<file path="src/rtl/oneshot_pulse.sv">
module oneshot_pulse #(
  parameter int CNT_W = 16
) (
  input  logic             clk,
  input  logic             rst,
  input  logic             trig_in,
  input  logic             retrig_en,
  input  logic [CNT_W-1:0] pulse_len,
  output logic             q_out,
  output logic             q_n_out
);

  localparam logic [CNT_W-1:0] ONE = CNT_W'(1);

  logic             trig_q;
  logic [CNT_W-1:0] remain;
  logic             edge_seen;
  logic             accept;
  logic [CNT_W-1:0] load_val;

  assign edge_seen = trig_in & ~trig_q;
  assign accept    = edge_seen & (~q_out | retrig_en);
  assign load_val  = (pulse_len == '0) ? ONE : pulse_len;

  always_ff @(posedge clk) begin
    if (rst) begin
      trig_q <= 1'b0;
      remain <= '0;
    end else begin
      trig_q <= trig_in;
      if (accept)
        remain <= load_val;
      else if (remain != '0)
        remain <= remain - ONE;
    end
  end

  assign q_out   = (remain != '0);
  assign q_n_out = ~q_out;

endmodule

</file>
<file path="config.mk">
export PLATFORM = sky130hd
export DESIGN_NAME = oneshot_pulse
export DESIGN_NICKNAME = d
export VERILOG_FILES = /design/src/rtl/oneshot_pulse.sv
export SDC_FILE = /design/constraint.sdc
export NUM_CORES = 1
export LEC_CHECK = 0
export BUFFER_PORTS_ARGS = -buffer_cell sky130_fd_sc_hd__clkbuf_2
export CAP_MARGIN = 20
export CORE_ASPECT_RATIO = 0.9
export CORE_UTILIZATION = 37
export DETAILED_ROUTE_END_ITERATION = 7
export SYNTH_ARGS = -nofsm -noshare
export SYNTH_HDL_FRONTEND = slang
export SYNTH_SLANG_ARGS = --single-unit
</file>
<file path="constraint.sdc">
create_clock -name clk -period 2.8 [get_ports clk]
set_clock_uncertainty 0.1 [all_clocks]
set_input_delay 0.56 -clock clk [delete_from_list [all_inputs] [get_ports clk]]
set_output_delay 0.56 -clock clk [all_outputs]
set_load 0.005 [all_outputs]
</file>
# Word-level counts from Yosys, hierarchy flattened
# Index checks and enable logic that the tools add are counted.
word_totals:
  out_inout_bits: 2
  word_cells: 14
  register_bits: 17
  input_bits: 20
classes:
  addsub: 1
  bitwise_logic: 5
  mux: 3
  reduce_logical: 3
op_table:
  columns: ["operator", "n"]
  rows:
  - ["$mux W16", 3]
  - ["$logic_not A16 Y1", 1]
  - ["$reduce_bool A16 Y1", 1]
  - ["$sub A16 B1 Y16 const B", 1]
  - ["$and A1 B1 Y1", 2]
  - ["$not A1 Y1", 2]
  - ["$reduce_bool A2 Y1", 1]
  - ["$or A1 B1 Y1", 1]

# Longest topological paths before layout
logic_depth:
  word_depth: 5
  depth_mapped: 8
  mapped_depth_nobuf: 7

# Worst setup path before layout
# Ideal clock, no wire load.
synth_timing:
  path_kind: "register -> output"
  startpoint: "reg remain[0]"
  endpoint: "out q_out"
  setup_slack_ns: 0.789
  path_buffers: 1
  t_required_ns: 2.140
  stages_incl_launch_ff: 7
  arrival_ns: 1.351
  cell_sequence: "dfxtp_1 inv_1 ha_1 nor4b_1 and4_1 buf_2 inv_1"
synth_via:
  elab_chain_cells: 1
synth_lines:
  columns: ["item", "line", "source"]
  rows:
  - ["start: declaration", "16", "logic [CNT_W-1:0] remain;"]
  - ["start signal: assignment", "32", "remain <= load_val;"]
  - ["start signal: assignment", "34", "remain <= remain - ONE;"]
  - ["$reduce_bool A16 Y1", "38", "assign q_out = (remain != '0);"]
  - ["end: declaration", "9", "output logic q_out,"]
# Every way passes these cells.

# Worst setup path in the final report
# Ends and elaborated chain as after synthesis.

==> run_results.csv <==
group,metric,value,unit
status,status,"finished, final reports clean",
worst_setup_path,arrival,1.81,ns
timing,finalCritPeriodShare,88.2,%
global_routing,gr-total-overflow,0,
global_routing,grt_max_degree,24,
worst_setup_path,crit_required,2.14,ns
floorplanning,coreArea,2730,sq um
place,place_hpwl,1.95,mm
timing,hold_viol,0,
timing,relSlewSlack,67.3,%
place,dpl.cell_count,180,
synthesis,synth-seq-area-share,32.2,%
synthesis,synth-edff-count,0,
floorplanning,boundaryPins,22,
worst_setup_path,reg2reg_from,"remain[0]$_SDFFE_PP0P_",
timing,setup_slack,0.330,ns
flow_run,drv_cap,0,
worst_setup_path,reg2reg_setup_slack,0.52,ns
timing,period_needed,2.47,ns
synthesis,postSynthCellCount,123,
layout,seq_area,340,sq um
detailed_routing,num_vias,1003,
layout,multi_input_area,673,sq um
layout,nFillCells,288,
floorplanning,rows,18,
detailed_routing,drt-initial-drc-count,62,
timing,setup_viol,0,
synthesis,async_flop_share,0,%
min_path,holdPathStages,2,
layout,antenna_cells,0,
power,ir_worst_vdd,0.383,mV
clock_tree,cts_setup_buffers,0,
clock_tree,cts_tree,"done",
layout,area_growth,15.4,%
worst_setup_path,worstReg2RegEnd,"remain[4]$_SDFFE_PP0P_",
worst_setup_path,cp-end-kind,"output pin",
timing,slew_viol_final,0,
timing,rsz0062_at_grt,"no",
place,port_buffers,21,
clock_tree,cts_buffers,3,
global_routing,grt_pass1_wl,4.08,mm
power,power,0.985,mW
place,place_congestion,0.845,
timing,tightest_slew,0.489,ns
clock_tree,clock_latency,0.30,ns
detailed_routing,drtPass1Iterations,4,
worst_setup_path,cp-start-kind,"register",
detailed_routing,via_per_inst,5.45,
worst_setup_path,reg2regPathDepth,6,
global_routing,antenna_found_initial,0,
clock_tree,ctsLongestPathBuffers,2,
layout,finalNetCount,166,
clock_tree,clockRootBuffer,"clkbuf_4",
clock_tree,htree_levels,1,
clock_tree,clock_sinks,17,
place,placed_area,1180,sq um
synthesis,syn_area,1060,sq um
synthesis,ys.flop_type,"dfxtp_1",
synthesis,synth.distinct_cells,35,
worst_setup_path,crit_path_end,"q_out",
min_path,holdCritPathClass,"input pin to register",
floorplanning,fp.dieH,52.7,um
worst_setup_path,crit_path_start,"remain[0]$_SDFFE_PP0P_",
floorplanning,die_area,3070,sq um
detailed_routing,ant_nets,0,
layout,drive_gt1_share,28.5,%
synthesis,ys.warnings.count,0,
global_routing,grt_usage,17.9,%
timing,finalSetupTns,0,ns
layout,final_cells,184,
detailed_routing,drcViolationCount,0,
floorplanning,die_w,58.3,um
synthesis,avgSynthCellArea,8.59,sq um
worst_setup_path,cp_max_fo,6,
clock_tree,clkSlewWorstSetupHoldPaths,0.10,ns
synthesis,syn_nets,144,
detailed_routing,wirelength,2.59,mm
power,power_per_cell_area,808,nW/um^2
layout,fin_area,1220,sq um
synthesis,synth-seq-cells,17,
place,pre_cts_ws,0.524,ns
power,leakage,0.451,nW
worst_setup_path,crit_type,"register to output pin",
global_routing,grt_pass1_vias,905,
detailed_routing,post_drt_wl_per_cell,14.1,um
floorplanning,start_util,38.8,%
timing,fmax,405,MHz
-- cells in the final DEF (no fill, tap or decap), types with 4 or more instances in the layout --
| cell type | n |
|---|---|
| inv_1 | 4 |
| a211oi_1 | 6 |
| nand3_1 | 5 |
| xnor2_1 | 10 |
| nor3_1 | 7 |
| nand2_1 | 8 |
| nor2_1 | 18 |
| dfxtp_1 | 17 |
| nor4_1 | 5 |
| clkbuf_2 | 21 |
| a211oi_2 | 6 |
-- how the worst min path moves through the flow --
| stage | startpoint | to |
|---|---|---|
| after floorplan | remain[0]$_SDFFE_PP0P_ | remain[0]$_SDFFE_PP0P_ |
| after global placement | remain[4]$_SDFFE_PP0P_ | remain[4]$_SDFFE_PP0P_ |
| after detailed placement | remain[0]$_SDFFE_PP0P_ | remain[0]$_SDFFE_PP0P_ |
| after CTS | trig_in | trig_q$_SDFF_PP0_ |
| after global routing | trig_in | trig_q$_SDFF_PP0_ |
| final | trig_in | trig_q$_SDFF_PP0_ |
-- cells in the mapped netlist, types with 2 or more instances --
master | n | area (sq um)
a211oi_1 | 6 | 45.0
a211oi_2 | 6 | 75.1
a21oi_1 | 3 | 15.0
a31oi_1 | 3 | 18.8
buf_2 | 3 | 15.0
dfxtp_1 | 17 | 340
inv_1 | 4 | 15.0
nand2_1 | 8 | 30.0
nand3_1 | 5 | 25.0
nor2_1 | 18 | 67.6
nor2_2 | 2 | 12.5
nor2b_1 | 2 | 12.5
nor3_1 | 7 | 35.0
nor4_1 | 5 | 31.3
nor4_4 | 2 | 42.5
o21ai_0 | 3 | 15.0
xnor2_1 | 10 | 87.6
xor2_1 | 2 | 17.5
-- state kept, by name (all words and copies together), names as in the netlist --
| register | cells |
|---|---|
| remain | 16 |
| trig_q | 1 |
-- kinds of logic after synthesis --
kind of cell | synth area share [%]
xor+xnor | 9.95
buf+inv | 4.62
compound gates | 20.9
fa+ha+maj | 1.18
simple gates | 31.2
flops | 32.2
-- routing by layer --
metal  GRT usage (%)  share of wire [%]
met5               0                  0
met3            5.19                4.6
met2            28.5                 45
met4            3.57               0.43
met1            24.0                 50
-- what timing repair did --
item | in CTS | in global routing
gates resized for setup | 0 | 1
setup endpoints to repair | 0 | 1
hold buffers | 0 | 0
-- metrics by stage --
stage	hold slack (ns)	utilization (%)
floorplan	0.395	-
global placement	0.426	43.5
detailed placement	0.445	43.5
CTS	0.401	44.5
global route	0.392	44.7
finish	0.408	44.7
-- report_power, final --
part           leakage (nW)  internal (mW)  switching, mW
logic                 0.292          0.211          0.239
registers             0.141          0.306         0.0908
clock network        0.0177         0.0532         0.0843
-- critical path: stages, from the launching register on --
cell	delay (ns)
dfxtp_1	0.36
inv_1	0.10
ha_1	0.22
nor4b_2	0.30
and4_1	0.37
inv_1	0.06
clkbuf_2	0.11
-- final cells by class --
class | instances | area share (%)
flip-flops and latches | 17 | 27.9
clock buffers | 3 | 1.85
well taps | 40 | 4.11
inverters | 4 | 1.23
multi-input cells | 97 | 55.2
repair buffers | 22 | 9.24
clock inverters | 1 | 0.411
(Power assumes the default switching activity.)
